==> config.mk <==
export PLATFORM = sky130hd
export DESIGN_NAME = dmadir_home
export DESIGN_NICKNAME = d
export VERILOG_FILES = /design/src/rtl/dmadir_pkg.sv /design/src/rtl/dmadir_merge.sv /design/src/rtl/dmadir_trk.sv /design/src/rtl/dmadir_home.sv
export SDC_FILE = /design/constraint.sdc
export NUM_CORES = 1
export LEC_CHECK = 0
export BUFFER_PORTS_ARGS = -buffer_cell sky130_fd_sc_hd__buf_2
export CAP_MARGIN = 25
export CORE_AREA = 2 2 386 388
export DETAILED_ROUTE_END_ITERATION = 8
export DIE_AREA = 0 0 388 390
export SYNTH_ARGS = -nofsm -noshare
export SYNTH_HDL_FRONTEND = slang
export SYNTH_SLANG_ARGS = --single-unit
export TNS_END_PERCENT = 10
==> constraint.sdc <==
create_clock -name clk -period 21.3 [get_ports clk]
set_clock_uncertainty 0.05 [all_clocks]
set_input_delay 1.065 -clock clk [delete_from_list [all_inputs] [get_ports clk]]
set_output_delay 1.065 -clock clk [all_outputs]
set_load 0.02 [all_outputs]
==> src/rtl/dmadir_pkg.sv <==
package dmadir_pkg;
  typedef enum logic [1:0] {ST_I = 2'd0, ST_S = 2'd1, ST_O = 2'd2, ST_M = 2'd3} dstate_e;
  typedef enum logic [1:0] {RK_NONE = 2'd0, RK_UNBLK_X = 2'd1, RK_OWN_DATA = 2'd2,
                            RK_DMA_DONE = 2'd3} rkind_e;
  typedef enum logic [2:0] {F_IDLE, F_XIM, F_XIU, F_OID, F_OD, F_MD} fsm_e;
endpackage

==> src/rtl/dmadir_merge.sv <==
module dmadir_merge #(
  parameter int LINE_BYTES = 16,
  localparam int OFF_W = $clog2(LINE_BYTES),
  localparam int LEN_W = OFF_W + 1,
  localparam int DATA_W = 8 * LINE_BYTES
) (
  input  logic [DATA_W-1:0] base_i,
  input  logic [DATA_W-1:0] upd_i,
  input  logic [OFF_W-1:0]  off_i,
  input  logic [LEN_W-1:0]  len_i,
  output logic [DATA_W-1:0] line_o
);
  for (genvar b = 0; b < LINE_BYTES; b++) begin : g_byte
    logic take;
    assign take = (32'(b) >= 32'(off_i)) && (32'(b) < 32'(off_i) + 32'(len_i));
    assign line_o[b*8 +: 8] = take ? upd_i[b*8 +: 8] : base_i[b*8 +: 8];
  end
endmodule

==> src/rtl/dmadir_trk.sv <==
module dmadir_trk #(
  parameter int LINE_BYTES = 16,
  parameter int LINE_W = 8,
  parameter int NODE_W = 2,
  localparam int OFF_W = $clog2(LINE_BYTES),
  localparam int LEN_W = OFF_W + 1,
  localparam int DATA_W = 8 * LINE_BYTES
) (
  input  logic              clk,
  input  logic              rst_n,
  input  logic              hdr_ld,
  input  logic              pay_ld,
  input  logic              pay_clr,
  input  logic [LINE_W-1:0] line_i,
  input  logic [NODE_W-1:0] src_i,
  input  logic [OFF_W-1:0]  off_i,
  input  logic [LEN_W-1:0]  len_i,
  input  logic [DATA_W-1:0] data_i,
  output logic [LINE_W-1:0] line_o,
  output logic [NODE_W-1:0] src_o,
  output logic [OFF_W-1:0]  off_o,
  output logic [LEN_W-1:0]  len_o,
  output logic [DATA_W-1:0] data_o,
  output logic              pay_vld_o
);
  always_ff @(posedge clk or negedge rst_n) begin
    if (!rst_n) begin
      line_o <= '0; src_o <= '0; off_o <= '0; len_o <= '0; data_o <= '0; pay_vld_o <= 1'b0;
    end else begin
      if (hdr_ld) begin
        line_o <= line_i;
        src_o  <= src_i;
      end
      if (pay_ld) begin
        off_o  <= off_i;
        len_o  <= len_i;
        data_o <= data_i;
      end
      if (pay_ld)       pay_vld_o <= 1'b1;
      else if (pay_clr) pay_vld_o <= 1'b0;
    end
  end

  // a parked write payload stays put until the owner data consumes it
  p_trk_hold_r8: assert property (@(posedge clk) disable iff (!rst_n)
    (pay_vld_o && !pay_ld) |=> $stable(data_o) && $stable(off_o) && $stable(len_o));
endmodule

==> src/rtl/dmadir_home.sv <==
module dmadir_home
  import dmadir_pkg::*;
#(
  parameter int ADDR_W = 12,
  parameter int NODES = 4,
  parameter int LINE_BYTES = 16,
  localparam int OFF_W = $clog2(LINE_BYTES),
  localparam int LINE_W = ADDR_W - OFF_W,
  localparam int LEN_W = OFF_W + 1,
  localparam int NODE_W = $clog2(NODES),
  localparam int CNT_W = $clog2(NODES + 1),
  localparam int DATA_W = 8 * LINE_BYTES
) (
  input  logic              clk,
  input  logic              rst_n,
  input  logic              dma_valid,
  output logic              dma_ready,
  input  logic              dma_write,
  input  logic [ADDR_W-1:0] dma_addr,
  input  logic [LEN_W-1:0]  dma_len,
  input  logic [DATA_W-1:0] dma_wdata,
  input  logic [NODE_W-1:0] dma_src,
  output logic [LINE_W-1:0] dir_line,
  input  logic [1:0]        dir_state_in,
  input  logic [NODES-1:0]  dir_sharers_in,
  input  logic [NODE_W-1:0] dir_owner_in,
  input  logic [DATA_W-1:0] dir_data_in,
  output logic              dir_we,
  output logic [1:0]        dir_state_out,
  output logic [NODES-1:0]  dir_sharers_out,
  output logic [NODE_W-1:0] dir_owner_out,
  output logic [DATA_W-1:0] dir_data_out,
  input  logic              rsp_valid,
  input  logic [1:0]        rsp_kind,
  input  logic [DATA_W-1:0] rsp_data,
  output logic              mem_valid,
  output logic              mem_write,
  output logic [LINE_W-1:0] mem_line,
  output logic [DATA_W-1:0] mem_wdata,
  input  logic              mem_rvalid,
  input  logic [DATA_W-1:0] mem_rdata,
  output logic              fwd_valid,
  output logic              fwd_write,
  output logic              fwd_dir_req,
  output logic [NODE_W-1:0] fwd_dest,
  output logic [NODE_W-1:0] fwd_req_id,
  output logic              inv_valid,
  output logic [NODES-1:0]  inv_mask,
  output logic              ack_valid,
  output logic [NODE_W-1:0] ack_dest,
  output logic [CNT_W-1:0]  ack_count,
  output logic              rdata_valid,
  output logic [NODE_W-1:0] rdata_dest,
  output logic [DATA_W-1:0] rdata,
  output logic              dma_err
);
  // reset: asynchronous assertion, synchronous release
  logic [1:0] rst_pipe;
  logic       rst_n_s;
  always_ff @(posedge clk or negedge rst_n) begin
    if (!rst_n) rst_pipe <= 2'b00;
    else        rst_pipe <= {rst_pipe[0], 1'b1};
  end
  assign rst_n_s = rst_pipe[1];

  fsm_e fsm_q, fsm_d;
  logic              accept, len_bad;
  logic [LINE_W-1:0] req_line, trk_line;
  logic [OFF_W-1:0]  req_off, trk_off;
  logic [LEN_W-1:0]  trk_len;
  logic [NODE_W-1:0] trk_src;
  logic [DATA_W-1:0] trk_data, mrg_now, mrg_trk;
  logic              trk_pay_vld, pay_ld, pay_clr;
  logic [NODES-1:0]  others;
  logic [CNT_W-1:0]  shr_cnt;
  dstate_e           cur_st;
  rkind_e            kind;

  assign req_line  = dma_addr[ADDR_W-1:OFF_W];
  assign req_off   = dma_addr[OFF_W-1:0];
  assign dma_ready = (fsm_q == F_IDLE);
  assign accept    = dma_valid && dma_ready;
  assign len_bad   = (dma_len == '0) || (32'(dma_len) + 32'(req_off) > LINE_BYTES);
  assign dir_line  = dma_ready ? req_line : trk_line;
  assign cur_st    = dstate_e'(dir_state_in);
  assign kind      = rkind_e'(rsp_kind);
  assign others    = dir_sharers_in & ~(NODES'(1) << dma_src);
  assign shr_cnt   = CNT_W'($countones(dir_sharers_in));

  dmadir_merge #(.LINE_BYTES(LINE_BYTES)) u_mrg_now (
    .base_i(dir_data_in), .upd_i(dma_wdata), .off_i(req_off), .len_i(dma_len), .line_o(mrg_now));
  dmadir_merge #(.LINE_BYTES(LINE_BYTES)) u_mrg_trk (
    .base_i(rsp_data), .upd_i(trk_data), .off_i(trk_off), .len_i(trk_len), .line_o(mrg_trk));

  dmadir_trk #(.LINE_BYTES(LINE_BYTES), .LINE_W(LINE_W), .NODE_W(NODE_W)) u_trk (
    .clk(clk), .rst_n(rst_n_s), .hdr_ld(accept), .pay_ld(pay_ld), .pay_clr(pay_clr),
    .line_i(req_line), .src_i(dma_src), .off_i(req_off), .len_i(dma_len), .data_i(dma_wdata),
    .line_o(trk_line), .src_o(trk_src), .off_o(trk_off), .len_o(trk_len), .data_o(trk_data),
    .pay_vld_o(trk_pay_vld));

  // next-state and next-output logic
  logic mem_v_d, mem_w_d, fwd_v_d, fwd_w_d, fwd_dr_d, inv_v_d, ack_v_d, rd_v_d, err_d;
  logic [LINE_W-1:0] mem_line_d;
  logic [DATA_W-1:0] mem_data_d, rd_data_d;
  logic [NODE_W-1:0] ack_dest_d, rd_dest_d;
  logic [CNT_W-1:0]  ack_cnt_d;

  always_comb begin
    fsm_d = fsm_q;
    dir_we = 1'b0; dir_state_out = dir_state_in; dir_sharers_out = dir_sharers_in;
    dir_owner_out = dir_owner_in; dir_data_out = dir_data_in;
    mem_v_d = 1'b0; mem_w_d = 1'b0; mem_line_d = dir_line; mem_data_d = dir_data_in;
    fwd_v_d = 1'b0; fwd_w_d = 1'b0; fwd_dr_d = 1'b0;
    inv_v_d = 1'b0; ack_v_d = 1'b0; ack_dest_d = dma_src; ack_cnt_d = shr_cnt;
    rd_v_d = 1'b0; rd_dest_d = dma_src; rd_data_d = dir_data_in;
    err_d = 1'b0; pay_ld = 1'b0; pay_clr = 1'b0;
    case (fsm_q)
      F_IDLE: if (accept) begin
        if (dma_write && len_bad) begin
          err_d = 1'b1;
        end else if (dma_write) begin
          inv_v_d = (others != '0);
          if (cur_st == ST_I || cur_st == ST_S) begin
            dir_we = 1'b1; dir_data_out = mrg_now;
            mem_v_d = 1'b1; mem_w_d = 1'b1; mem_data_d = mrg_now;
            ack_v_d = 1'b1;
            fsm_d = F_XIU;
          end else begin
            fwd_v_d = 1'b1; fwd_w_d = 1'b1; fwd_dr_d = 1'b1;
            pay_ld = 1'b1;
            fsm_d = F_OID;
          end
        end else begin
          case (cur_st)
            ST_I: begin mem_v_d = 1'b1; fsm_d = F_XIM; end
            ST_S: rd_v_d = 1'b1;
            ST_O: begin fwd_v_d = 1'b1; fsm_d = F_OD; end
            default: begin fwd_v_d = 1'b1; fsm_d = F_MD; end
          endcase
        end
      end
      F_XIM: if (mem_rvalid) begin
        rd_v_d = 1'b1; rd_data_d = mem_rdata; rd_dest_d = trk_src;
        fsm_d = F_IDLE;
      end
      F_XIU: if (rsp_valid && kind == RK_UNBLK_X) begin
        dir_we = 1'b1; dir_state_out = ST_I; dir_sharers_out = '0; dir_owner_out = '0;
        fsm_d = F_IDLE;
      end
      F_OID: if (rsp_valid && kind == RK_OWN_DATA) begin
        dir_we = 1'b1; dir_data_out = mrg_trk;
        mem_v_d = 1'b1; mem_w_d = 1'b1; mem_data_d = mrg_trk;
        ack_v_d = 1'b1; ack_dest_d = trk_src;
        pay_clr = 1'b1;
        fsm_d = F_XIU;
      end
      F_OD, F_MD: if (rsp_valid && kind == RK_DMA_DONE) fsm_d = F_IDLE;
      default: fsm_d = F_IDLE;
    endcase
  end

  // registers
  always_ff @(posedge clk or negedge rst_n_s) begin
    if (!rst_n_s) begin
      fsm_q <= F_IDLE;
      mem_valid <= 1'b0; mem_write <= 1'b0; mem_line <= '0; mem_wdata <= '0;
      fwd_valid <= 1'b0; fwd_write <= 1'b0; fwd_dir_req <= 1'b0; fwd_dest <= '0; fwd_req_id <= '0;
      inv_valid <= 1'b0; inv_mask <= '0;
      ack_valid <= 1'b0; ack_dest <= '0; ack_count <= '0;
      rdata_valid <= 1'b0; rdata_dest <= '0; rdata <= '0;
      dma_err <= 1'b0;
    end else begin
      fsm_q       <= fsm_d;
      mem_valid   <= mem_v_d;
      fwd_valid   <= fwd_v_d;
      inv_valid   <= inv_v_d;
      ack_valid   <= ack_v_d;
      rdata_valid <= rd_v_d;
      dma_err     <= err_d;
      if (mem_v_d) begin
        mem_write <= mem_w_d; mem_line <= mem_line_d; mem_wdata <= mem_data_d;
      end
      if (fwd_v_d) begin
        fwd_write <= fwd_w_d; fwd_dir_req <= fwd_dr_d; fwd_dest <= dir_owner_in; fwd_req_id <= dma_src;
      end
      if (inv_v_d) inv_mask <= others;
      if (ack_v_d) begin
        ack_dest <= ack_dest_d; ack_count <= ack_cnt_d;
      end
      if (rd_v_d) begin
        rdata_dest <= rd_dest_d; rdata <= rd_data_d;
      end
    end
  end

  // a rejected write stands alone
  p_err_alone_r11: assert property (@(posedge clk) disable iff (!rst_n_s)
    dma_err |-> !(mem_valid || fwd_valid || inv_valid || ack_valid || rdata_valid));
  // a malformed write never reaches the directory
  p_err_no_dirwr_r11: assert property (@(posedge clk) disable iff (!rst_n_s)
    (accept && dma_write && len_bad) |-> !dir_we);
  // after a forward the port is closed
  p_fwd_busy_r9: assert property (@(posedge clk) disable iff (!rst_n_s)
    fwd_valid |-> !dma_ready);
  // a memory fetch leaves the block waiting
  p_fetch_busy_r2: assert property (@(posedge clk) disable iff (!rst_n_s)
    (mem_valid && !mem_write) |-> !dma_ready);
  // a drop to I leaves no holder
  p_unblock_clean_r6: assert property (@(posedge clk) disable iff (!rst_n_s)
    (dir_we && fsm_q == F_XIU) |-> (dir_sharers_out == '0 && dir_state_out == ST_I));
endmodule

==> flow_summary.yaml <==
route:
  via_count: 24630
  ant_nets: 0
  routedWlPerCell_um: 29.84
  drcViolationCount: 0
  avgViaCountPerCell: 4.603
  dr.pass1.iters: 7
  wl_um: 159700
  drt_iter0_drc: 1744
logic_synthesis:
  yosys.cell_types.count: 92
  yosysWarnings: 0
  synth_top_cell_area_share: 0.4625
  avgSynthCellArea_um2: 9.856
  synth_area_leaders: "dfrtp_1, mux2_2, nor2_1"
  synth_cells: 2410
  synth_top_area_cell: "dfrtp_1"
  async_flop_share: 1.000
  ys.flop_type: "dfrtp_1"
  synth_most_common_cell: "dfrtp_1"
  synth-seq-cells: 439
  synth_area_um2: 23750
  synth-seq-area-share: 0.4625
  synth_nets: 2970
  synth_edf_count: 0
  synth_common_cells: "dfrtp_1, nor2_1, nand2_1"
sta:
  drv_slew: 0
  setup_viol: 0
  tightest_slew_ps: 1192
  min_period_ps: 6300
  min_period_over_period: 0.2958
  max_slew_margin: 0.2053
  setup_tns_ps: 0
  fmax_mhz: 158.7
  finalHoldViolations: 0
  rsz0062_at_grt: "false"
worst_hold_path:
  hp-class: "input pin to async pin"
floorplanning:
  io_pins: 981
  die_w_um: 388
  start_util: 0.1614
  die_area_um2: 151300
  rows: 141
  die-height_um: 390
  core_um2: 147100
clocking:
  post_cts_buffers: 0
  cts.sinks: 439
  cts_buffers: 58
  clock_latency_ps: 670
  ctsHoldBuffers: 0
  htree_levels: 2
  cts_resized: 0
  clock_tree.buffer_depth: 3
  cts_tree: "done"
  cts-root-buf: "clkbuf_16"
  clkSlewWorstSetupHoldPaths_ps: 70
grt:
  grt_pass1_vias: 24020
  grt_pass1_wl_um: 210000
  grt_util_all_layers: 0.2012
  grt_max_degree: 106
  grt_remaining_overflow: 0
  antenna_found_initial: 68
pwr:
  powerDensity_nw_per_um2: 174.5
  p_leak_nw: 15.10
  peakVddDrop_v: 0.00008982
layout:
  multiInputGateArea_um2: 12100
  nets: 3911
  seq_area_um2: 10990
  layout-drive-gt1-share: 0.4164
  syn2layout_area_growth_pct: 39.58
  final_core_util: 0.2253
  fill_cells: 16250
placement:
  routabilityCongestion: 0.9688
  detailed_place_hpwl_um: 128000
  io_buffers: 980
worst_setup_path:
  path_max_fanout: 12
  crit_arrival_ps: 5180
  crit_path_start_kind: "register"
  critPathRequiredTime_ps: 20190
  worstSetupEndpointType: "output port"
  critical_path_class: "register to output port"
outcome:
  status: "complete, no violations"
flow_run:
  drv_cap: 0
-- stage by stage --
| step | hold WS [ps] | total power [W] | cell area [µm²] | worst slack, ps | std cells |
|---|---|---|---|---|---|
| 2_1_floorplan | 281.2 | 0.003288 | 23750 | 8108 | 2410 |
| 4_1_cts | 63.77 | 0.005847 | 33070 | 14970 | 5327 |
| 5_1_grt | 75.77 | 0.006079 | 33130 | 14680 | 5342 |
| 6_report | 128.5 | 0.005784 | 33150 | 15000 | 5351 |
| 3_3_place_gp | 288.1 | 0.004710 | 31020 | 15040 | 5217 |
| 3_5_place_dp | 292.0 | 0.004750 | 31050 | 15070 | 5220 |
-- metal layers --
layer,share of wire,routed length (µm),vias up,GRT usage
met5,0.0014,224,-,0
met4,0.034,5402,38,0.07216
met3,0.077,12270,275,0.05173
met2,0.47,74260,1252,0.3266
met1,0.42,67500,12360,0.2570
li1,-,-,10710,-
-- final timing paths --
kind                                     end  slack [ps]           start  cells after the start
setup reg to reg                 mem_line[3]       16690        fsm_q[1]                     10
hold / removal                   rst_pipe[1]         130           rst_n                      1
min in group clk                 rst_pipe[1]         300     rst_pipe[0]                      0
setup / recovery           dir_data_out[114]       15000  u_trk.off_o[3]                      9
max in group asynchronous          inv_valid       17890     rst_pipe[1]                      3
hold reg to reg                  rst_pipe[1]         300     rst_pipe[0]                      0
-- critical path, stage by stage (launching register included) --
cell      delay, ps
dfrtp_1         560
ha_1            650
inv_1           160
or4b_2          700
o32a_1          540
o21ai_1         760
mux2_2          410
a221oi_1        320
a21oi_1         140
buf_2           230
-- registers in the layout, indices dropped and copies added, names as in the netlist, 2 cells and up --
| name | count |
|---|---|
| fwd_req_id | 2 |
| u_trk.off_o | 4 |
| u_trk.line_o | 8 |
| rdata_dest | 2 |
| mem_line | 8 |
| rdata | 128 |
| ack_dest | 2 |
| fsm_q | 3 |
| mem_wdata | 128 |
| inv_mask | 4 |
| u_trk.len_o | 5 |
| fwd_dest | 2 |
| ack_count | 3 |
| rst_pipe | 2 |
| u_trk.data_o | 128 |
| u_trk.src_o | 2 |
-- cells in the final DEF, fill, tap and decap left out, drive strengths merged, types with 10 or more instances in the layout --
| cell | instances |
|---|---|
| and2 | 11 |
| o21a | 29 |
| a211oi | 23 |
| a221o | 36 |
| a22oi | 14 |
| nand2 | 222 |
| a21o | 26 |
| clkbuf | 86 |
| ha | 10 |
| o22ai | 128 |
| a221oi | 41 |
| a21oi | 98 |
| nor4 | 10 |
| inv | 27 |
| nand3 | 33 |
| o21ai | 72 |
| mux2 | 252 |
| dfrtp | 439 |
| or2 | 10 |
| diode | 23 |
| nor2 | 427 |
| mux2i | 129 |
| nor3 | 18 |
| a31oi | 45 |
| buf | 1049 |
| o211ai | 19 |
-- final cells by class --
| class | instances | area share |
|---|---|---|
| Clock inverter | 21 | 0.009548 |
| Tap cell | 1930 | 0.07284 |
| Multi-Input combinational cell | 1778 | 0.3649 |
| Antenna cell | 23 | 0.001736 |
| Inverter | 25 | 0.003057 |
| Clock buffer | 86 | 0.05121 |
| Timing Repair Buffer | 1049 | 0.1653 |
| Sequential cell | 439 | 0.3315 |
-- report_power, final --
group,switching (W),internal [W],leakage [nW]
combinational,0.00215,0.00108,8.98
clock,0.000432,0.000635,0.977
sequential,0.000245,0.00124,5.14
-- logic make-up (layout without fill, tap and decap cells) --
group,after synthesis,count (layout),share of synthesized area
XOR/XNOR,2,2,0.001054
multiplexers,381,381,0.1738
flip-flops,439,439,0.4625
AO/OA/AOI/OAI,597,597,0.1784
AND/OR/NAND/NOR,784,784,0.1416
buffers and inverters,193,1181,0.03461
adder cells (fa/ha/maj),13,13,0.007796
other,1,24,0.0001579
No activity file was read; power rests on OpenSTA's default activity.
